File: src/rtl/start_prescaler_pkg.sv
package start_prescaler_pkg;
  typedef enum logic [1:0] {
    MODE_INT    = 2'd0,
    MODE_BYPASS = 2'd1,
    MODE_DIV    = 2'd2
  } sp_mode_e;
endpackage

File: src/rtl/sp_edge_det.sv
module sp_edge_det (
  input  logic clk_i,
  input  logic rst_ni,
  input  logic lvl_i,
  output logic rise_o
);
  logic prev_q;

  always_ff @(posedge clk_i or negedge rst_ni) begin
    if (!rst_ni) prev_q <= 1'b0;
    else         prev_q <= lvl_i;
  end

  assign rise_o = lvl_i & ~prev_q;
endmodule

File: src/rtl/sp_cfg_decode.sv
module sp_cfg_decode #(
  parameter int unsigned CFG_W   = 6,
  parameter int unsigned MAX_DIV = 32,
  parameter int unsigned CNT_W   = $clog2(MAX_DIV)
) (
  input  logic [CFG_W-1:0] cfg_i,
  output logic             legal_o,
  output logic             div_en_o,
  output logic [CNT_W-1:0] last_idx_o
);
  logic is_zero, is_pow2;

  assign is_zero    = (cfg_i == '0);
  assign is_pow2    = ($countones(cfg_i) == 1) && (cfg_i >= CFG_W'(2)) &&
                      (cfg_i <= CFG_W'(MAX_DIV));
  assign legal_o    = is_zero | is_pow2;
  assign div_en_o   = is_pow2;
  assign last_idx_o = CNT_W'(cfg_i - CFG_W'(1));
endmodule

File: src/rtl/sp_group_ctr.sv
module sp_group_ctr #(
  parameter int unsigned CNT_W = 5
) (
  input  logic             clk_i,
  input  logic             rst_ni,
  input  logic             clr_i,
  input  logic             step_i,
  input  logic [CNT_W-1:0] last_i,
  output logic [CNT_W-1:0] idx_o
);
  logic [CNT_W-1:0] cnt_q, cnt_d;

  // a clear takes effect for an edge in the same cycle
  assign idx_o = clr_i ? '0 : cnt_q;

  always_comb begin
    cnt_d = idx_o;
    if (step_i) cnt_d = (idx_o == last_i) ? '0 : idx_o + CNT_W'(1);
  end

  always_ff @(posedge clk_i or negedge rst_ni) begin
    if (!rst_ni) cnt_q <= '0;
    else         cnt_q <= cnt_d;
  end
endmodule

File: src/rtl/start_prescaler.sv
module start_prescaler
  import start_prescaler_pkg::*;
#(
  parameter int unsigned CFG_W   = 6,
  parameter int unsigned MAX_DIV = 32
) (
  input  logic                       clk_i,
  input  logic                       rst_ni,
  input  logic                       start_i,
  input  logic                       int_start_i,
  input  logic                       ext_sel_i,
  input  logic [CFG_W-1:0]           div_cfg_i,
  input  logic                       meas_start_i,
  output logic                       start_accept_o,
  output logic [$clog2(MAX_DIV)-1:0] phase_o,
  output logic                       cfg_error_o
);
  localparam int unsigned CNT_W = $clog2(MAX_DIV);

  logic             ext_edge;
  logic             legal, div_en;
  logic [CNT_W-1:0] last_idx, grp_idx;
  logic [CFG_W-1:0] cfg_q;
  logic             cfg_chg, grp_clr, grp_step;
  sp_mode_e         mode;
  logic             fwd, ph_upd;
  logic [CNT_W-1:0] ph_new;

  sp_edge_det u_edge (
    .clk_i  (clk_i),
    .rst_ni (rst_ni),
    .lvl_i  (start_i),
    .rise_o (ext_edge)
  );

  sp_cfg_decode #(.CFG_W(CFG_W), .MAX_DIV(MAX_DIV), .CNT_W(CNT_W)) u_dec (
    .cfg_i      (div_cfg_i),
    .legal_o    (legal),
    .div_en_o   (div_en),
    .last_idx_o (last_idx)
  );

  assign cfg_chg = (div_cfg_i != cfg_q);

  always_comb begin
    if (!ext_sel_i)  mode = MODE_INT;
    else if (div_en) mode = MODE_DIV;
    else             mode = MODE_BYPASS;
  end

  assign grp_clr  = (mode != MODE_DIV) | cfg_chg | meas_start_i;
  assign grp_step = (mode == MODE_DIV) & ext_edge;

  sp_group_ctr #(.CNT_W(CNT_W)) u_grp (
    .clk_i  (clk_i),
    .rst_ni (rst_ni),
    .clr_i  (grp_clr),
    .step_i (grp_step),
    .last_i (last_idx),
    .idx_o  (grp_idx)
  );

  always_comb begin
    fwd    = 1'b0;
    ph_upd = 1'b0;
    ph_new = '0;
    unique case (mode)
      MODE_INT: begin
        fwd    = int_start_i;
        ph_upd = int_start_i;
      end
      MODE_BYPASS: begin
        fwd    = ext_edge;
        ph_upd = ext_edge;
      end
      MODE_DIV: begin
        fwd    = ext_edge & (grp_idx == '0);
        ph_upd = ext_edge;
        ph_new = grp_idx;
      end
      default: ;
    endcase
  end

  always_ff @(posedge clk_i or negedge rst_ni) begin
    if (!rst_ni) begin
      cfg_q          <= '0;
      start_accept_o <= 1'b0;
      phase_o        <= '0;
      cfg_error_o    <= 1'b0;
    end else begin
      cfg_q          <= div_cfg_i;
      start_accept_o <= fwd;
      if (ph_upd)  phase_o     <= ph_new;
      if (cfg_chg) cfg_error_o <= ~legal;
    end
  end
endmodule

File: config.mk
export PLATFORM = sky130hd
export DESIGN_NAME = start_prescaler
export DESIGN_NICKNAME = d
export VERILOG_FILES = /design/src/rtl/start_prescaler_pkg.sv /design/src/rtl/sp_edge_det.sv /design/src/rtl/sp_cfg_decode.sv /design/src/rtl/sp_group_ctr.sv /design/src/rtl/start_prescaler.sv
export SDC_FILE = /design/constraint.sdc
export NUM_CORES = 1
export LEC_CHECK = 0
export BUFFER_PORTS_ARGS = -buffer_cell sky130_fd_sc_hd__buf_4
export CAP_MARGIN = 20
export CORE_AREA = 2 2 57 65
export DETAILED_ROUTE_END_ITERATION = 7
export DIE_AREA = 0 0 59 67
export PLACE_DENSITY_LB_ADDON = 0.3
export SLEW_MARGIN = 20
export SYNTH_ARGS = -nofsm -noshare
export SYNTH_HDL_FRONTEND = slang
export SYNTH_SLANG_ARGS = --single-unit
File: constraint.sdc
create_clock -name clk_i -period 6.3 [get_ports clk_i]
set_input_delay 1.26 -clock clk_i [delete_from_list [all_inputs] [get_ports clk_i]]
set_output_delay 1.26 -clock clk_i [all_outputs]
set_load 0.05 [all_outputs]
---- Yosys cells after proc, flatten, opt, wreduce, memory -nomap -nowiden ----
Index checks and enable logic that the tools add are counted.
storage, ports and cells
  register bits ........................... 19
  bits of input ports ..................... 12
  word-level logic and storage cells ...... 43
cells by class
  add/subtract/negate cells ............... 7
  $lt $le $gt $ge ......................... 2
  equality and inequality tests ........... 6
  muxes and demuxes ....................... 8
  bitwise logic cells ..................... 8
  reductions and logical operators ........ 6
operators with widths
  operator               number
  $add A32 B32 Y32       2
  $eq A32 B2 Y1 const B  1
  $mux W5                4
  $add A1 B1 Y2          3
  $ge A6 B2 Y1 const B   1
  $le A6 B6 Y1 const B   1
  $logic_not A6 Y1       1
  $ne A6 B6 Y1           1
  $add A5 B1 Y5 const B  1
  $eq A5 B5 Y1           1
  $logic_not A5 Y1       1
  $sub A5 B1 Y5 const B  1
  $mux W2                2
  $and A1 B1 Y1          3
  $or A1 B1 Y1           3
  $pmux W1 S3            1
  $eq A2 B1 Y1 const B   1
  $eq A2 B2 Y1 const B   1
  $logic_and A1 B1 Y1    2
  $logic_not A2 Y1       1
  $ne A2 B2 Y1 const B   1
  $not A1 Y1             2
  $pmux W1 S2            1
  $reduce_or A2 Y1       1

---- Depth between registers and ports, before layout ----
Gate-level depths: netlist of the first run.
  word-level depth ........................ 15
  depth in mapped cells ................... 15
  mapped depth without buffers ............ 14

---- Modules after synthesis ----
Synthesis of the first run repeated with hierarchy kept, for this count alone.
unflattened totals
  cells, all modules ...................... 136
  area total of the unflattened synthesis .. 1336.3 sq um
modules (own cells, without submodules)
  module           times used  cells an instance  area an instance (sq um)  sequential area each (sq um)
  start_prescaler  1           53                 583.1                     325.3
  sp_group_ctr     1           51                 449.2                     125.1
  sp_cfg_decode    1           30                 265.3                     0.0
  sp_edge_det      1           2                  38.8                      25.0

---- Worst setup path before layout of the first run ----
OpenSTA, ideal clock, no wires.
  path type ............................... input to register
  from .................................... in div_cfg_i[0]
  to ...................................... reg u_grp.cnt_q[4]
  setup time .............................. 129 ps
  arrival ................................. 3895 ps
  data required time ...................... 6171 ps
  slack ................................... 2276 ps
  cell stages on the path ................. 15
  path buffers ............................ 2
  path through ............................ buf_6 > inv_1 > ha_1 > fa_1 > ha_1 > nor4b_1 > o21ai_1 > o21ba_2 > and3_1 > buf_2 > ha_1 > and3_1 > nand3_1 > xor2_1 > nor2_1
between the ends
  word-level cells in the longest chain between the ends .. 15
RTL lines
  what                                                  line                   text
  start: declaration                                    start_prescaler.sv:12  input logic [CFG_W-1:0] div_cfg_i,
  $add A1 B1 Y2 (implied by the code)                   sp_cfg_decode.sv:14    assign is_pow2 = ($countones(cfg_i) == 1) && (cfg_i >= CFG_W'(2)) &&
  $add A32 B32 Y32 (implied by the code) (2 in series)  sp_cfg_decode.sv:14
  $eq A32 B2 Y1                                         sp_cfg_decode.sv:14
  $logic_and A1 B1 Y1 (2 in series)                     sp_cfg_decode.sv:14
  $mux W2                                               start_prescaler.sv:47  else if (div_en) mode = MODE_DIV;
  $mux W2                                               start_prescaler.sv:46  if (!ext_sel_i) mode = MODE_INT;
  $ne A2 B2 Y1                                          start_prescaler.sv:51  assign grp_clr = (mode != MODE_DIV) | cfg_chg | meas_start_i;
  $or A1 B1 Y1 (2 in series)                            start_prescaler.sv:51
  $mux W5                                               sp_group_ctr.sv:14     assign idx_o = clr_i ? '0 : cnt_q;
  $add A5 B1 Y5 or $eq A5 B5 Y1 (tied branches)         sp_group_ctr.sv:18     if (step_i) cnt_d = (idx_o == last_i) ? '0 : idx_o + CNT_W'(1);
  $mux W5                                               sp_group_ctr.sv:18
  $mux W5 (*)                                           sp_group_ctr.sv:18
  named net u_grp.cnt_d[4]                              sp_group_ctr.sv:11     logic [CNT_W-1:0] cnt_q, cnt_d;
  end signal: assignment                                sp_group_ctr.sv:23     else cnt_q <= cnt_d;
  end: declaration                                      sp_group_ctr.sv:11
The timed path passes the listed nets; every way through them passes the cells marked *.
A chain may end at the register's enable or synchronous reset.

---- Final worst setup path of the first run ----
  from .................................... in div_cfg_i[4]
  to ...................................... reg u_grp.cnt_q[4]
between the ends
  word-level cells in the longest chain between the ends .. 14
RTL lines
  what                                           line
  $add A1 B1 Y2 (implied by the code)            sp_cfg_decode.sv:14
  $add A32 B32 Y32 (implied by the code)         sp_cfg_decode.sv:14
  $eq A32 B2 Y1                                  sp_cfg_decode.sv:14
  $logic_and A1 B1 Y1 (2 in series)              sp_cfg_decode.sv:14
  $mux W2                                        start_prescaler.sv:47
  $mux W2                                        start_prescaler.sv:46
  $ne A2 B2 Y1                                   start_prescaler.sv:51
  $or A1 B1 Y1 (2 in series)                     start_prescaler.sv:51
  $mux W5                                        sp_group_ctr.sv:14
  $add A5 B1 Y5 or $eq A5 B5 Y1 (tied branches)  sp_group_ctr.sv:18
  $mux W5                                        sp_group_ctr.sv:18
  $mux W5 (*)                                    sp_group_ctr.sv:18
  named net u_grp.cnt_d[4]                       sp_group_ctr.sv:11
Marks and branches as above.

==> results of run 1 <==
[critical path, delay by kind of cell]
family          cells  cell delay (ns)
fa+ha+maj           4             1.23
simple gates        5             0.87
compound gates      2             0.63
buf+inv             2             0.22
xor+xnor            1             0.15
[cells by family after synthesis]
kind of cell / Yosys count / synth area share, %
simple gates: 56 / 23.2
compound gates: 31 / 14.3
flops: 19 / 34.8
buf+inv: 16 / 5.21
fa+ha+maj: 15 / 14.8
xor+xnor: 12 / 7.69
[synth_stat cells, types with 2 or more instances]
cell	n	area, um^2
dfrtp_1	19	475
nand2_1	17	63.8
ha_1	13	163
inv_1	10	37.5
xor2_1	10	87.6
nor2_1	9	33.8
o21ai_1	8	40.0
and3_1	6	37.5
o21ai_0	6	30.0
a21oi_1	4	20.0
a21o_1	3	22.5
buf_2	3	15.0
nand3_1	3	15.0
nand4_1	3	18.8
or2_2	3	18.8
a2111oi_0	2	17.5
fa_1	2	40.0
nor3_1	2	10.0
nor3b_1	2	15.0
or3_1	2	12.5
xnor2_1	2	17.5
[flip-flops by register name, indices dropped and copies added, names as in the netlist]
signal,flops
cfg_error_o,1
u_grp.cnt_q,5
u_edge.prev_q,1
start_accept_o,1
cfg_q,6
phase_o,5
[through the flow]
step                      util, %  total power [W]  setup slack [ns]
after floorplan                 -         0.000165              2.28
after global placement       46.7         0.000183              1.93
after detailed placement     46.7         0.000186              1.85
after CTS                    47.5         0.000250              2.17
after global routing         47.5         0.000261              2.00
final                        47.5         0.000247              2.12
[power breakdown]
group | internal [W] | switching (W) | total (W)
sequential | 0.000125 | 0.00000178 | 0.000127
combinational | 0.0000217 | 0.0000343 | 0.0000560
clock | 0.0000247 | 0.0000387 | 0.0000634
[final cells by class]
cell class | instances | share of cell area, %
flip-flops and latches | 19 | 30.8
multi-input cells | 114 | 53.2
well taps | 36 | 2.92
clock buffers | 4 | 1.70
inverters | 11 | 2.67
repair buffers | 18 | 8.75
[final timing paths]
| kind | end | slack [ns] | cells past startpoint | start |
|---|---|---|---|---|
| setup / recovery | u_grp.cnt_q[4] | 2.12 | 14 | div_cfg_i[4] |
| hold / removal | phase_o[0] | 0.50 | 2 | phase_o[0] |
| setup reg to reg | u_grp.cnt_q[4] | 3.88 | 11 | cfg_q[5] |
| hold reg to reg | phase_o[0] | 0.50 | 2 | phase_o[0] |
| max in group asynchronous | cfg_q[1] | 5.29 | 1 | rst_ni |
| min in group asynchronous | phase_o[2] | 0.81 | 1 | rst_ni |
[per-layer routing]
layer | global-route usage, % | share of wire [%]
met2 | 27.6 | 49
met4 | 8.81 | 2.9
met5 | 0 | 0
met1 | 20.7 | 45
met3 | 1.55 | 3.0
==> results.md, run 1 <==
- The average wire per standard cell is between 10 and 15 um.
- The wire-length estimate of the detail-placed layout is 2.25 mm.
- The max-slew violation count is 0.
- The flow ran to the end, and the final reports show no timing, DRC or antenna violations.
- The hold violation count in the final report was 0.
- The critical path data required time is 6.49 ns.
- The filler cells instantiated in the layout total 319.
- The tool flagged a number of max-cap violations equal to 0.
- The first-pass GRT wire length is roughly 5 mm.
- Entering global routing, the biggest net connects 20 pins.
- The number of setup buffers added after CTS is 0.
- The largest single stage delay on the critical path is between 0.4 and 0.5 ns.
- The synthesized design contains 19 register bits.
- The number of antenna repair diodes is 0.
- Setup violations remaining at the end of the flow were counted as 0.
- The via count of the first global-routing pass is 1095.
- After detailed routing, the number of vias per cell comes to roughly 5.5.
- The initial cell density of the core is a little over two fifths.
- Based on the critical path, the design can be clocked at up to between 0.2 and 0.25 GHz.
- Yosys printed 0 warnings.
- The number of buffers created by CTS is 3.
- On the critical path, the stage with the largest delay is an instance of fa_1.
- The net count of the finished layout is a little under 200.
- Adding up every negative setup slack in the final design gives 0 ns.
- The final weighted congestion in routability-driven placement is roughly 0.9.
- Synthesis produced around 150 cells.
- The worst-case clock skew is roughly 0.0030 ns.
- The number of distinct library cell variants in the gate-level netlist after synthesis is 41.
- For this design the top-level I/O count stands at 19.
- The leakage power is 0.730 nW.
- TritonCTS built the clock tree.
- The chip height is between 60 and 70 um.
- STA classifies the critical path endpoint as a flip-flop.
- The highest ir drop seen on vdd is about 0.091 mV.
- The worst-case hold slack is approximately 0.50 ns.
- The routed design has ~2.8 mm of wire.
- The aggregate global routing overflow is 0.
- The count of TritonRoute iterations in the first routing pass is 4.
- After clock tree synthesis, the flow added hold-fix buffers numbering 0.
- The arrival time at the worst endpoint is 4.37 ns.
- The post-route antenna net violation count is 0.
- Global routing used 16.5% of the available tracks.
- Measured against its own limit, the worst slew margin works out to between 50% and 60%.
- Counting flops with an async set or reset pin after synthesis yields a share of between 90% and 100%.
- The footprint of the multi-input gates is ~820 um^2.
- The placed cell area is 1520 um^2.
- The post-synthesis sequential area ratio is 34.8%.
- The number of placed instances with taps included is about 200.
- Leaving out fill and tap cells, the most frequent cells in the layout are dfrtp_1 (19), buf_4 (18), nand2_1 (17).
- The post-cts gate resize count is 0.
- The clock-pin slew on the worst setup and hold paths is 0.11 ns.
- The finished layout holds approximately 200 standard cells, fillers aside.
- The initial antenna violation count is 0.
- In the synthesized netlist the dominant register cell turns out to be dfrtp_1.
- Setup repair after global routing left no endpoint under its margin.
- The insertion delay of the later-clocked pin in the worst-skew pair is roughly 0.30 ns.
- Counting stages on the worst path, the most repeated cell is ha_1.
- The number of design rule violations left after detail routing is 0.
- The transition time at the pin with the least slew margin is ~0.60 ns.
- The synthesized area per cell is 9.18 um^2.
- From left edge to right edge, the die measures slightly below 60 um.
- Yosys mapped a number of flops with a built-in enable equal to 0.
- The number of nets handed over by synthesis was approximately 180.
- The fraction of layout instances using a drive strength above 1 is about a fifth.
- Buffers placed on the I/O ports in this run total 18.
- The total core area is around 3200 um^2.
- The full die area is 3950 um^2.
- The biggest fanout along the worst timing path is 12.
- The category of the most critical setup path is in -> reg.
- The number of vias in the routed layout is 1101.
- The mapped netlist covers 1370 um^2.
- The number of cell rows is 22.
- In this run the power density over the cells is ~160 nW/um^2.
- The routed design could run at a clock period as short as around 4.2 ns.
- The signal on the critical path passes through buf_4 -> inv_1 -> ha_1 -> fa_1 -> ha_1 -> nor4b_1 -> o21ai_1 -> o21ba_2 -> and3_1 -> ha_1 -> and3_1 -> nand3_1 -> xor2_1 -> nor2_1.
- The maximum level of the CTS H-tree is 1.
- The clock passes through at most 2 buffers.
- The critical path launch point type is an input pin.
- The class of the tightest hold or removal check is reg -> reg.
- The share of the clock period used by the worst path after layout is about two thirds.
- In this run the clock root is driven by a clkbuf_4.
- The most frequent standard cell in the layout excluding fill and tap cells is dfrtp_1.
- The detailed router finished its first iteration with 35 violations.
- Across the whole layout, storage elements account for about 480 um^2.
- The synthesis-to-finish area growth is 12.9%.
- After routing the design area is ~1500 um^2.
- The number of sinks on the clock net is 19.
No activity file was read; power rests on OpenSTA's default activity.
==> run 2, diff against run 1 <==
==> constraint.sdc (replaced) <==
create_clock -name clk_i -period 3.65 [get_ports clk_i]
set_input_delay 0.73 -clock clk_i [delete_from_list [all_inputs] [get_ports clk_i]]
set_output_delay 0.73 -clock clk_i [all_outputs]
set_load 0.05 [all_outputs]
==> run 2 against run 1 <==
First-iteration DRC count is 26% higher. Worst hold slack lost 0.21 ns. Total power up 77%. Non-clock buffer count grew 7. Largest cell class unchanged. Critical path depth is the same. Wire length decreased by 0.28%.
==> results.md, run 2 (synthesis results as in run 1) <==
- The hold violation count in the final report is 0.
- The routed wire length is between 2 and 3 mm.
- The number of sinks on the clock net is 19.
- The cell with the most instances on the worst path is ha_1.
- The max-slew violation count came to 0.
- Across the run, the number of max-cap violations was 0.
- The first-pass GRT wire length is about 5 mm.
- In this run the static leakage power is between 0.7 and 0.8 nW.
- In the layout the commonest cells are buf_4 (25), dfrtp_1 (19), nand2_1 (17).
- The chip height is about 67 um.
- The hold buffer count at CTS is 0.
- The worst setup path is launched from an input pin.
- Traced cell by cell, the critical path runs through buf_4 -> inv_1 -> ha_1 -> fa_1 -> ha_1 -> nor4b_2 -> o21ai_1 -> o21ba_2 -> and3_1 -> ha_1 -> and3_1 -> nand3_1 -> xor2_1 -> nor2_1.
- The kind of cell with the highest combined delay along the critical path is adder cells.
- The most frequent standard cell in the layout excluding fill and tap cells is buf_4.
- The number of placed instances with taps included is between 200 and 250.
- The total core area is about 3200 um^2.
- Port buffering added 18 buffers.
- The number of cell rows is 22.
- The internal cell power is 0.000305 W.
- The die covers approximately 4000 um^2.
- CTS placed an instance of clkbuf_4 at the clock tree root.
- From synthesis to final layout, the design area changed by 17.6%.
- The setup TNS is 0 ns.
- The number of nets in the finished design is 201.
- At the worst endpoint, the required time is 3.84 ns.
- The part of the power in registers is between 50 and 60%.
- The average vias per placed instance is 5.46.
- The number of primary I/O pins is 19.
- The TritonCTS clock tree is built.
- For this block, the initial DRC count from the detailed router was 44.
- The worst hold path belongs to the class in -> async.
- The worst path needs around 3.3 ns of the cycle, external delays included.
- The biggest fanout along the worst timing path is 6.
- The highest ir drop seen on vdd is around 0.15 mV.
- In this run the power density over the cells is ~270 nW/um^2.
- The net switching share of the total power is approximately 30%.
- At the pin with the least slew margin, the transition time is approximately 0.62 ns.
- The part of the power in combinational logic is about a quarter.
- The longest clock path from root to sink contains 2 buffers.
- The final weighted congestion in routability-driven placement is 0.876.
- The overall power after layout is around 0.00044 W.
- The post-route non-filler standard cell count is 209.
- The worst-case hold slack is ~0.28 ns.
- The repair_antennas step left the layout with diodes totalling 0.
- The horizontal extent of the die is approximately 60 um.
- The count of buffering cells on the critical path with inverters included is 2.
- The pin count of the biggest net entering global routing is 20.
- Static timing analysis puts the maximum clock frequency at roughly 0.3 GHz.
- The detailed placement HPWL is 2.24 mm.
- The analysis attributes to net switching a power of 0.000131 W.
- The flow ran to the end, and the final reports show no timing, DRC or antenna violations.
- After clock tree synthesis, the clock-pin slew on the worst setup and hold paths is ~0.11 ns.
- The category of the most critical setup path is in -> reg.
- The insertion delay of the later-clocked pin in the worst-skew pair is about 0.30 ns.
- The via count of the first global-routing pass is 1167.
- The initial cell density of the core is approximately 42%.
- The number of setup violations in the final report is 0.
- The maximum level of the CTS H-tree is 1.
- Headroom to the max-slew limit came out at around three fifths.
- In the final layout, the share of cells above drive strength 1 is a little under a quarter.
- The initial antenna violation count is 0.
- The worst-case clock skew is 0.00490 ns.
- The routed layout has ~1100 vias.
- The worst setup path is captured at a flip-flop.
- The register with the most flip-flops in the layout has 6 of them.
- The count of TritonRoute iterations in the first routing pass is 4.
- The cell with the largest stage delay on the worst path is fa_1.
- Setup repair after global routing left no endpoint under its margin.
- The final critical path takes up around nine tenths of the cycle.
- The post-route antenna net violation count is 0.
- The highest cell delay on the worst timing path is 0.42 ns.
- In the routed design, unresolved DRC markers number 0.
- The average wire per standard cell is about 13 um.
- The register with the highest flop count is cfg_q.
- The arrival time at the worst endpoint is about 3.5 ns.
- The number of buffers created by CTS is 3.
- The aggregate global routing overflow is 0.
- Global routing consumed, over all layers together, between 15 and 20% of the routing resources.
- The clock share of power is between 20% and 30%.
- Measured on the finished design, the core utilization comes to 49.5%.
- The largest registers in the layout are cfg_q (6), phase_o (5), u_grp.cnt_q (5).
-- run 2: area by class of cell --
class | instances | area [um^2]
well taps | 36 | 45.0
clock buffers | 4 | 26.3
flip-flops and latches | 19 | 475
repair buffers | 25 | 188
inverters | 11 | 41.3
multi-input cells | 114 | 832
fillers | 337 | 1640
-- run 2: metal layers --
| layer | global-route usage [%] | up-vias | wire length, um |
|---|---|---|---|
| li1 | - | 563 | - |
| met1 | 19.6 | 545 | 1200 |
| met2 | 29.9 | 30 | 1480 |
| met3 | 1.94 | 4 | 80 |
| met4 | 8.24 | 0 | 44 |
| met5 | 0 | - | 0 |
-- run 2: metrics by stage --
stage | area (um^2) | worst slack (ns)
6_report | 1610 | 0.335
5_1_grt | 1610 | 0.112
4_1_cts | 1600 | 0.274
3_5_place_dp | 1570 | -0.0594
3_3_place_gp | 1570 | 0.0755
2_1_floorplan | 1370 | 0.156
-- run 2: worst reg2reg max path, delay by kind of cell (launching register included) --
family                    cells  cell delay [ns]
AOI/OAI and AO/OA             3             0.99
and+or+nand+nor               3             0.75
DFF                           1             0.39
xor gates and xnor gates      1             0.16
-- run 2: timing repair --
item | CTS | global route
setup buffers | 0 | 0
resized for setup | 0 | 2
endpoints found under the setup margin | 0 | 2
-- run 2: worst paths after layout --
kind / from / to / depth (start not counted) / slack, ns
min: rst_ni / phase_o[2] / 1 / 0.28
min in group clk_i: phase_o[0] / phase_o[0] / 2 / 0.50
max reg2reg: cfg_q[5] / u_grp.cnt_q[3] / 7 / 1.24
max in group asynchronous: rst_ni / cfg_q[2] / 1 / 3.16
max: div_cfg_i[5] / u_grp.cnt_q[4] / 14 / 0.34
min reg2reg: phase_o[0] / phase_o[0] / 2 / 0.50
-- run 2: power groups by stage --
stage	clock network, W	logic, W	registers, W
final	0.000109	0.000107	0.000220
after global routing	0.000123	0.000120	0.000221
after CTS	0.000116	0.000105	0.000220
after detailed placement	0	0.000105	0.000224
after global placement	0	0.000100	0.000224
after floorplan	0	0.0000532	0.000231
